--- src/rtl/posbr_pkg.sv ---
package posbr_pkg;

  typedef struct packed {
    logic ldStrb;
    logic takeStrb;
    logic dspExc;
    logic riExc;
  } posbr_strb_t;

  typedef enum logic [1:0] {
    CAUSE_NONE     = 2'd0,
    CAUSE_DSP_OFF  = 2'd1,
    CAUSE_RES_INST = 2'd2
  } posbr_cause_e;

  localparam logic [5:0] STD_REGIMM_OP = 6'b000001;
  localparam logic [4:0] STD_POS_RT    = 5'b11000;
  localparam logic [5:0] CMP_POOL_OP   = 6'b010000;
  localparam logic [4:0] CMP_POS_RS    = 5'b11001;

endpackage

--- src/rtl/posbr_ctrl.sv ---
module posbr_ctrl
  import posbr_pkg::*;
#(
  parameter int POS_W     = 7,
  parameter int POS_LIMIT = 32
) (
  input  logic             clk,
  input  logic             rstN,
  input  logic             instValid,
  input  logic [31:0]      instWord,
  input  logic             compactMode,
  input  logic [POS_W-1:0] dspPos,
  input  logic             dspEnable,
  output posbr_strb_t      strb
);

  logic [5:0] opField;
  logic [4:0] rsField, rtField;
  logic [5:0] fnField;
  logic       isPosBranch;
  logic       isCtiStd, isCtiCmp, isCti;
  logic       slotOpen;
  logic       dspTrap, riTrap, condMet;

  assign opField = instWord[31:26];
  assign rsField = instWord[25:21];
  assign rtField = instWord[20:16];
  assign fnField = instWord[5:0];

  always_comb begin
    if (compactMode)
      isPosBranch = (opField == CMP_POOL_OP) && (rsField == CMP_POS_RS) && (rtField == 5'd0);
    else
      isPosBranch = (opField == STD_REGIMM_OP) && (rsField == 5'd0) && (rtField == STD_POS_RT);
  end

  always_comb begin
    isCtiStd = 1'b0;
    if (opField >= 6'b000001 && opField <= 6'b000111) isCtiStd = 1'b1;
    if (opField == 6'b000000 && (fnField == 6'b001000 || fnField == 6'b001001)) isCtiStd = 1'b1;
    if (instWord == 32'h0000_0140) isCtiStd = 1'b1;
    if (opField == 6'b010000 && instWord[25] &&
        (fnField == 6'b011000 || fnField == 6'b011111 || fnField == 6'b100000)) isCtiStd = 1'b1;
  end

  always_comb begin
    unique case (opField)
      6'b010000, 6'b100101, 6'b110101, 6'b111101: isCtiCmp = 1'b1;
      default:                                    isCtiCmp = 1'b0;
    endcase
  end

  assign isCti   = compactMode ? isCtiCmp : isCtiStd;
  assign condMet = ({1'b0, dspPos} >= (POS_W+1)'(POS_LIMIT));
  assign dspTrap = instValid && isPosBranch && !dspEnable;
  assign riTrap  = instValid && slotOpen && isCti && !dspTrap;

  always_ff @(posedge clk) begin
    if (!rstN)
      slotOpen <= 1'b0;
    else if (instValid)
      slotOpen <= isCti && !dspTrap && !riTrap;
  end

  always_comb begin
    strb.ldStrb   = instValid;
    strb.dspExc   = dspTrap;
    strb.riExc    = riTrap;
    strb.takeStrb = instValid && isPosBranch && condMet && !dspTrap && !riTrap;
  end

endmodule

--- src/rtl/posbr_dpath.sv ---
module posbr_dpath
  import posbr_pkg::*;
#(
  parameter int ADDR_W = 32,
  parameter int OFF_W  = 16
) (
  input  logic              clk,
  input  logic              rstN,
  input  posbr_strb_t       strb,
  input  logic [OFF_W-1:0]  offField,
  input  logic              compactMode,
  input  logic [ADDR_W-1:0] instPc,
  output logic              outValid,
  output logic              brTaken,
  output logic [ADDR_W-1:0] brTarget,
  output logic              excDspOff,
  output logic              excResInst,
  output logic [1:0]        excCause,
  output logic [ADDR_W-1:0] excPc
);

  localparam int SHIFT_STD = 2;
  localparam int SHIFT_CMP = 1;
  localparam logic [ADDR_W-1:0] INSN_BYTES = ADDR_W'(4);

  logic [ADDR_W-1:0] dispStd, dispCmp, dispSel, nextTarget;
  posbr_cause_e      causeNext;

  assign dispStd = {{(ADDR_W-OFF_W-SHIFT_STD){offField[OFF_W-1]}}, offField, {SHIFT_STD{1'b0}}};
  assign dispCmp = {{(ADDR_W-OFF_W-SHIFT_CMP){offField[OFF_W-1]}}, offField, {SHIFT_CMP{1'b0}}};
  assign dispSel = compactMode ? dispCmp : dispStd;
  assign nextTarget = instPc + INSN_BYTES + dispSel;

  always_comb begin
    if (strb.dspExc)     causeNext = CAUSE_DSP_OFF;
    else if (strb.riExc) causeNext = CAUSE_RES_INST;
    else                 causeNext = CAUSE_NONE;
  end

  always_ff @(posedge clk) begin
    if (!rstN) begin
      outValid   <= 1'b0;
      brTaken    <= 1'b0;
      brTarget   <= '0;
      excDspOff  <= 1'b0;
      excResInst <= 1'b0;
      excCause   <= 2'd0;
      excPc      <= '0;
    end else begin
      outValid   <= strb.ldStrb;
      brTaken    <= strb.takeStrb;
      excDspOff  <= strb.dspExc;
      excResInst <= strb.riExc;
      excCause   <= causeNext;
      if (strb.ldStrb) begin
        brTarget <= nextTarget;
        excPc    <= instPc;
      end
    end
  end

endmodule

--- src/rtl/posbr_top.sv ---
module posbr_top
  import posbr_pkg::*;
#(
  parameter int ADDR_W    = 32,
  parameter int POS_W     = 7,
  parameter int POS_LIMIT = 32
) (
  input  logic              clk,
  input  logic              rstN,
  input  logic              instValid,
  input  logic [31:0]       instWord,
  input  logic [ADDR_W-1:0] instPc,
  input  logic              compactMode,
  input  logic [POS_W-1:0]  dspPos,
  input  logic              dspEnable,
  output logic              outValid,
  output logic              brTaken,
  output logic [ADDR_W-1:0] brTarget,
  output logic              excDspOff,
  output logic              excResInst,
  output logic [1:0]        excCause,
  output logic [ADDR_W-1:0] excPc
);

  posbr_strb_t strb;

  posbr_ctrl #(.POS_W(POS_W), .POS_LIMIT(POS_LIMIT)) ctrl_i (
    .clk(clk), .rstN(rstN), .instValid(instValid), .instWord(instWord),
    .compactMode(compactMode), .dspPos(dspPos), .dspEnable(dspEnable), .strb(strb)
  );

  posbr_dpath #(.ADDR_W(ADDR_W), .OFF_W(16)) dpath_i (
    .clk(clk), .rstN(rstN), .strb(strb), .offField(instWord[15:0]),
    .compactMode(compactMode), .instPc(instPc), .outValid(outValid),
    .brTaken(brTaken), .brTarget(brTarget), .excDspOff(excDspOff),
    .excResInst(excResInst), .excCause(excCause), .excPc(excPc)
  );

endmodule

--- config.mk ---
export PLATFORM = sky130hd
export DESIGN_NAME = posbr_top
export DESIGN_NICKNAME = d
export VERILOG_FILES = /design/src/rtl/posbr_pkg.sv /design/src/rtl/posbr_ctrl.sv /design/src/rtl/posbr_dpath.sv /design/src/rtl/posbr_top.sv
export SDC_FILE = /design/constraint.sdc
export NUM_CORES = 1
export LEC_CHECK = 0
export BUFFER_PORTS_ARGS = -buffer_cell sky130_fd_sc_hd__buf_4
export CORE_AREA = 2 2 112 92
export DETAILED_ROUTE_END_ITERATION = 8
export DIE_AREA = 0 0 114 94
export PLACE_DENSITY = 0.83
export RECOVER_POWER = 25
export SYNTH_ARGS = -nofsm -noshare
export SYNTH_HDL_FRONTEND = slang
export SYNTH_SLANG_ARGS = --single-unit
--- constraint.sdc ---
create_clock -name clk -period 4.4 [get_ports clk]
set_clock_uncertainty 0.1 [all_clocks]
set_input_delay 0.88 -clock clk [delete_from_list [all_inputs] [get_ports clk]]
set_output_delay 0.88 -clock clk [all_outputs]
set_load 0.02 [all_outputs]
==> results by group, run 1 <==
Detailed routing
  – Via count: 4584
  – WL/cell: 16.7 microns
  – Number of remaining DRC errors: 0
  – Drt first pass iters: 4
  – Vias/cell: 5.65
  – Detailed Route Iter0 Violations: 203
  – Drt total wl: 13500 microns
  – Post-route antenna net violation count: 0

GRT
  – Pin count of the biggest net entering global routing: 61
  – GR Overflow Total: 0
  – Initial antenna violation count: 0
  – Vias in the first global route: 4516
  – First-pass GRT wire length: 21900 microns
  – GR Util All Layers: 25.7%

Synth
  – Mean post-synth cell area: 8.95 sq um
  – Most common cell in the netlist: dfxtp_1
  – Asr flop ratio synth: 0%
  – Netlist cell types: 75
  – Post-synthesis register bit count: 69
  – Mapped Cells: 557
  – Area leader, netlist: dfxtp_1
  – Post-synth top cells: dfxtp_1, ha_1, nor2b_1
  – Post-Syn Area: 4980 sq um
  – Sequential area share after synthesis: 27.7%
  – Ys flop type: dfxtp_1
  – Synth top area share: 27.7%
  – Synth area leaders: dfxtp_1, ha_1, mux2i_1, nor2b_1, a21oi_1
  – Number of synthesized flops with an enable pin: 0
  – Syn. warnings: 0
  – Post-synth net total: 693

Power
  – Power Total: 2.25 mW
  – Leak Pwr: 2.86 nW
  – Peak supply drop: 0.000256 V
  – Power per standard cell area: 359 nW/um^2

Worst setup path
  – Critical Path Start: compactMode
  – Crit start category: input pin
  – Worst setup EP type: flop
  – Worst EP required: 4530 ps
  – Worst path arrival time: 3990 ps
  – Critical Path End: dpath_i.brTarget[28]
  – Reg-to-reg endpoint: dpath_i.brTarget[30]
  – Reg2reg setup slack: 3430 ps
  – Crit Path Max Fanout: 21
  – RR Startpoint: dpath_i.brTarget[30]
  – Worst Setup Path Type: input pin to flop
  – FF-to-FF path depth: 3

Clocking
  – CTS Buf Count: 9
  – Post-CTS Setup Repair Bufs: 0
  – H-Tree Depth: 3
  – Clk_lat worst skew: 340 ps
  – CTS sink cnt: 69
  – CTS tree: done
  – Root Driver: clkbuf_16
  – Hold buffers post-CTS: 0
  – Resized cells post-CTS: 0
  – Clock transition at path regs: 60 ps
  – CTS max path bufs: 2

Outcome
  – Outcome: completed

Timing
  – Actual slew at the worst max-slew pin: 1080 ps
  – Setup-failing EPs final: 0
  – Final worst setup slack: 541 ps
  – RSZ-0062 raised after global routing: no
  – Slew HR: 27.7%
  – Crit path time final: 3860 ps
  – Setup TNS: 0 ps
  – Max Freq: 259 MHz
  – Final hold violation count: 0
  – Post-route clock period utilization: 87.7%
  – Fin. max-slew vios: 0
  – Hold_ws: 352 ps

Floorplanning
  – Row count: 32
  – Initial core utilization: 52.3%
  – DIE WIDTH: 114 microns
  – DIE AREA: 10700 sq um
  – Core Footprint: 9530 sq um
  – Num ports: 146
  – Die Ht: 94 microns

Cells and area
  – Area delta synth->final: 26.0%
  – Nets: 823
  – Fillers: 793
  – Fraction of layout cells with a size suffix above 1: 22.5%
  – Antenna diode count: 0
  – Final std cells w/o fill: 811

Placed design
  – Port Buf Inserts: 140
  – Detailed Place HPWL: 10500 microns
  – Dpl ws: 253 ps
  – Placed Instances: 795
  – GPL Wtd Cong: 0.871

Run
  – Max Cap Violations: 0

Worst hold path
  – Hold Path Class: flop to flop
## logic make-up (layout without fill, tap and decap cells)
| logic type | Yosys count | in the layout | share of synthesized area (%) |
|---|---|---|---|
| muxes | 59 | 59 | 12.2 |
| buffers and inverters | 38 | 173 | 3.24 |
| xor gates and xnor gates | 24 | 24 | 4.22 |
| and+or+nand+nor | 176 | 176 | 19.9 |
| adders and majority gates | 60 | 60 | 15.2 |
| DFF | 69 | 69 | 27.7 |
| AOI/OAI and AO/OA | 131 | 131 | 17.5 |
## cell usage in the layout, fill, tap and decap left out, types with 8 or more instances in the layout
cell type / Yosys / layout
xor2_1: 8 / 8
a21oi_1: 32 / 32
nor2_1: 28 / 28
inv_1: 15 / 15
clkbuf_1: 13 / 35
o21ai_1: 8 / 8
o21ai_0: 31 / 31
nor2b_1: 48 / 48
nand2_1: 38 / 38
ha_1: 59 / 59
mux2_2: 13 / 13
dfxtp_1: 69 / 69
buf_4: 2 / 107
clkbuf_16: 0 / 9
mux2i_1: 46 / 46
nand4_1: 9 / 9
xnor2_1: 16 / 16
## routing by layer
| layer | vias to the layer above | wire (microns) | track usage [%] |
|---|---|---|---|
| li1 | 2286 | - | - |
| met2 | 142 | 5910 | 41.0 |
| met5 | - | 0 | 0 |
| met4 | 0 | 129 | 5.59 |
| met1 | 2145 | 6600 | 35.3 |
| met3 | 11 | 909 | 6.26 |
## layout make-up
cell class	count	area, sq um	share of cell area (%)
inverters	16	61.3	0.976
well taps	119	149	2.37
repair buffers	141	931	14.8
flip-flops and latches	69	1380	22.0
clock inverters	6	87.6	1.39
multi-input cells	450	3440	54.8
clock buffers	10	229	3.65
## through the flow
stage	cell area, sq um	utilization (%)
2_1_floorplan	4980	-
3_3_place_gp	6090	63.9
3_5_place_dp	6090	63.9
4_1_cts	6410	67.3
5_1_grt	6280	65.9
6_report	6280	65.9
## state kept, by name (all words and copies together) (netlist names)
signal and count:
ctrl_i.slotOpen 1, dpath_i.excCause 2, dpath_i.excResInst 1, dpath_i.brTaken 1
dpath_i.brTarget 32, dpath_i.outValid 1, dpath_i.excPc 31
## worst max-delay path: stages
cell	delay, ps
buf_4	250
mux2i_1	220
ha_1	240
inv_1	60
ha_1	220
inv_1	80
fa_1	400
and2b_1	260
o2111ai_2	180
a21boi_2	290
o211ai_4	120
a2111oi_2	490
mux2i_1	240
nand2_1	60
## report_power, final
group	switching, mW	internal, mW
registers	0.0325	0.685
logic	0.436	0.320
clock network	0.282	0.496
total	0.751	1.50
## how the worst min path moves through the flow
stage,slack [ps],cells past startpoint,start,to
final,350,2,dpath_i.brTarget[19],dpath_i.brTarget[19]
after global routing,370,2,dpath_i.brTarget[23],dpath_i.brTarget[23]
after global placement,340,2,dpath_i.brTarget[15],dpath_i.brTarget[15]
after CTS,350,2,dpath_i.brTarget[15],dpath_i.brTarget[15]
after detailed placement,350,2,dpath_i.brTarget[15],dpath_i.brTarget[15]
after floorplan,360,1,ctrl_i.slotOpen,dpath_i.brTaken
(Power assumes the default switching activity.)
==> run 2, diff against run 1 <==
Settings changed: CORE_AREA 2 2 112 92 to 2 2 113 93, DIE_AREA 0 0 114 94 to 0 0 115 95, SYNTH_HIERARCHICAL set to 1.
==> results by group, run 2 <==
Detailed routing
  – Via count: 4654 (+1.5%)
  – Detailed Route Iter0 Violations: 232 (+14%)
  – Drt first pass iters: 6 (+2)
  – Vias/cell: 5.73 (+1.4%)
  – Number of remaining DRC errors: 0 (unchanged)
  – WL/cell: 16.4 microns (-1.7%)
  – Drt total wl: 13300 microns (-1.6%)
  – Post-route antenna net violation count: 0 (unchanged)

Worst setup path
  – Reg2reg setup slack: 3340 ps (-90 ps)
  – FF-to-FF path depth: 4 (+1)
  – Worst EP required: 4510 ps (-20 ps)
  – Worst setup EP type: flop
  – Reg-to-reg endpoint: dpath_i/excCause[1]
  – Crit start category: input pin
  – Crit Path Max Fanout: 19 (-9.5%)
  – Worst path arrival time: 3960 ps (-30 ps)
  – Critical Path Start: compactMode
  – Worst Setup Path Type: input pin to flop
  – RR Startpoint: ctrl_i/slotOpen

Timing
  – Setup-failing EPs final: 0 (unchanged)
  – Actual slew at the worst max-slew pin: 2390 ps (+1310 ps)
  – Fin. max-slew vios: 69 (+69)
  – Max Freq: 260 MHz (+0.32%)
  – RSZ-0062 raised after global routing: no
  – Final hold violation count: 0 (unchanged)
  – Slew HR: -59.5% (-87 points)
  – Post-route clock period utilization: 87.4% (-0.28 points)
  – Setup TNS: 0 ps (unchanged)
  – Crit path time final: 3850 ps (-12.3 ps)

Placed design
  – GPL Wtd Cong: 0.886 (+1.7%)
  – Detailed Place HPWL: 10200 microns (-2.4%)
  – Port Buf Inserts: 140 (unchanged)

Clocking
  – Post-CTS Setup Repair Bufs: 0 (unchanged)
  – CTS tree: done
  – Resized cells post-CTS: 0 (unchanged)
  – CTS max path bufs: 2 (unchanged)
  – CTS Buf Count: 9 (unchanged)
  – CTS sink cnt: 69 (unchanged)
  – Clock transition at path regs: 60 ps (about the same)
  – H-Tree Depth: 3 (unchanged)
  – Root Driver: clkbuf_16
  – Hold buffers post-CTS: 0 (unchanged)
  – Clk_lat worst skew: 340 ps (about the same)

Synth
  – Ys flop type: dfxtp_1
  – Synth top area share: 27.1% (-0.61 points)
  – Syn. warnings: 6 (+6)
  – Post-Syn Area: 5100 sq um (+2.2%)
  – Most common cell in the netlist: dfxtp_1
  – Mapped Cells: 563 (+1.1%)
  – Synth area leaders: dfxtp_1, ha_1, mux2i_1, nor2b_1, mux2_2
  – Post-synth top cells: dfxtp_1, ha_1, nor2b_1
  – Number of synthesized flops with an enable pin: 0 (unchanged)
  – Mean post-synth cell area: 9.05 sq um (+1.1%)
  – Post-synthesis register bit count: 69 (unchanged)
  – Netlist cell types: 71 (-5.3%)
  – Area leader, netlist: dfxtp_1
  – Sequential area share after synthesis: 27.1% (-0.61 points)
  – Post-synth net total: 699 (+0.87%)
  – Asr flop ratio synth: 0% (unchanged)

Floorplanning
  – Initial core utilization: 51.4% (-0.88 points)
  – Die Ht: 95 microns (+1.1%)
  – Num ports: 146 (unchanged)
  – DIE WIDTH: 115 microns (+0.88%)
  – Core Footprint: 9910 sq um (+4.0%)
  – Row count: 33 (+3.1%)
  – DIE AREA: 10900 sq um (+2.0%)

GRT
  – GR Overflow Total: 0 (unchanged)
  – Initial antenna violation count: 0 (unchanged)
  – Pin count of the biggest net entering global routing: 69 (+13%)
  – First-pass GRT wire length: 21200 microns (-3.3%)
  – GR Util All Layers: 24.7% (-1.0 points)
  – Vias in the first global route: 4451 (-1.4%)

Cells and area
  – Largest register FFs: 32 (unchanged)
  – Nets: 821 (-0.24%)
  – Fraction of layout cells with a size suffix above 1: 24.6% (+2.1 points)
  – Commonest non-fill, non-tap cell in the layout: buf_4
  – Largest regs: dpath_i/brTarget x32, dpath_i/excPc x31
  – Most flops, register: dpath_i/brTarget
  – Most frequent cells in the layout: buf_4, dfxtp_1, ha_1
  – Fillers: 845 (+6.6%)
  – Antenna diode count: 0 (unchanged)
  – Area delta synth->final: 26.1%

Outcome
  – Outcome: complete, but fails checks
  – Violated checks: capacitance limit, slew limit

Power
  – Leak Pwr: 3.08 nW (+7.9%)
  – Peak supply drop: 0.000210 V (-18%)
  – Power Total: 2.35 mW (+4.3%)
  – Net Sw Frac: 32.2% (-1.1 points)
  – P_sw: 757 uW (+0.77%)
  – Power per standard cell area: 365 nW/um^2 (+1.9%)
  – P_int: 1.59 mW (+6.0%)
  – Clk network pwr share: 36.3% (+1.8 points)
  – Gate power share: 33.2% (-0.4 points)
  – Flop pwr share: 30.5% (-1.4 points)

Worst hold path
  – Hold Path Class: flop to flop
  – Hold Path Sink: dpath_i/brTarget[28]
  – Hold Crit Depth: 2 (unchanged)
  – Hold_sp: dpath_i/brTarget[28]

Run
  – Max Cap Violations: 1 (+1)
==> run 2: per-layer routing <==
layer	up-vias	track usage [%]	wire length (microns)
li1	2277	-	-
met1	2180	31.4	6050
met2	178	41.4	6150
met3	19	5.26	902
met4	0	8.84	239
met5	-	0	0
==> run 2: worst max path at each step <==
stage | to | cells past startpoint
floorplan | dpath_i/brTarget[26] | 13
global placement | dpath_i/brTarget[23] | 12
detailed placement | dpath_i/brTarget[27] | 12
CTS | dpath_i/brTarget[30] | 13
global route | dpath_i/brTarget[27] | 12
finish | dpath_i/brTarget[30] | 15
==> run 2: cell type report <==
type	instances	area [sq um]	area share, %
Timing Repair Buffer	142	987	15.4
Clock inverter	6	110	1.71
Inverter	23	86.3	1.34
Tap cell	122	153	2.37
Sequential cell	69	1380	21.5
Clock buffer	10	239	3.72
Multi-Input combinational cell	440	3470	54.0
==> run 2: per-stage QoR <==
| stage | cell area, sq um | setup slack (ps) | utilization (%) | instances | hold slack, ps |
|---|---|---|---|---|---|
| 6_report | 6430 | 553 | 64.9 | 812 | 348 |
| 5_1_grt | 6430 | 315 | 64.9 | 812 | 386 |
| 4_1_cts | 6510 | 587 | 65.7 | 812 | 354 |
| 3_5_place_dp | 6160 | 267 | 62.1 | 796 | 345 |
| 3_3_place_gp | 6160 | 328 | 62.1 | 796 | 343 |
| 2_1_floorplan | 5100 | 191 | - | 563 | 392 |
==> run 2: cell families (layout without fill, tap and decap cells) <==
family | after synthesis | after routing | share of synthesized area (%)
and+or+nand+nor | 172 | 172 | 19.3
AOI/OAI and AO/OA | 122 | 122 | 17.3
DFF | 69 | 69 | 27.1
muxes | 63 | 63 | 12.7
adders and majority gates | 60 | 60 | 14.9
buffers and inverters | 54 | 181 | 4.76
xor gates and xnor gates | 23 | 23 | 3.95
==> run 2: power by group through the flow <==
stage	Clock (mW)	Sequential (mW)	Combinational (mW)
global placement	0	0.727	0.762
detailed placement	0	0.730	0.780
finish	0.853	0.717	0.779
floorplan	0	0.798	0.457
global route	0.892	0.723	0.853
CTS	0.867	0.717	0.788
==> run 2: critical path: stages <==
cell	delay (ps)
buf_4	250
mux2i_1	230
ha_1	240
inv_1	70
ha_1	180
inv_1	60
fa_1	400
inv_1	80
a21o_1	170
a211oi_4	110
o31ai_4	370
a31oi_4	170
o41ai_2	460
xnor2_1	190
o21ai_1	80
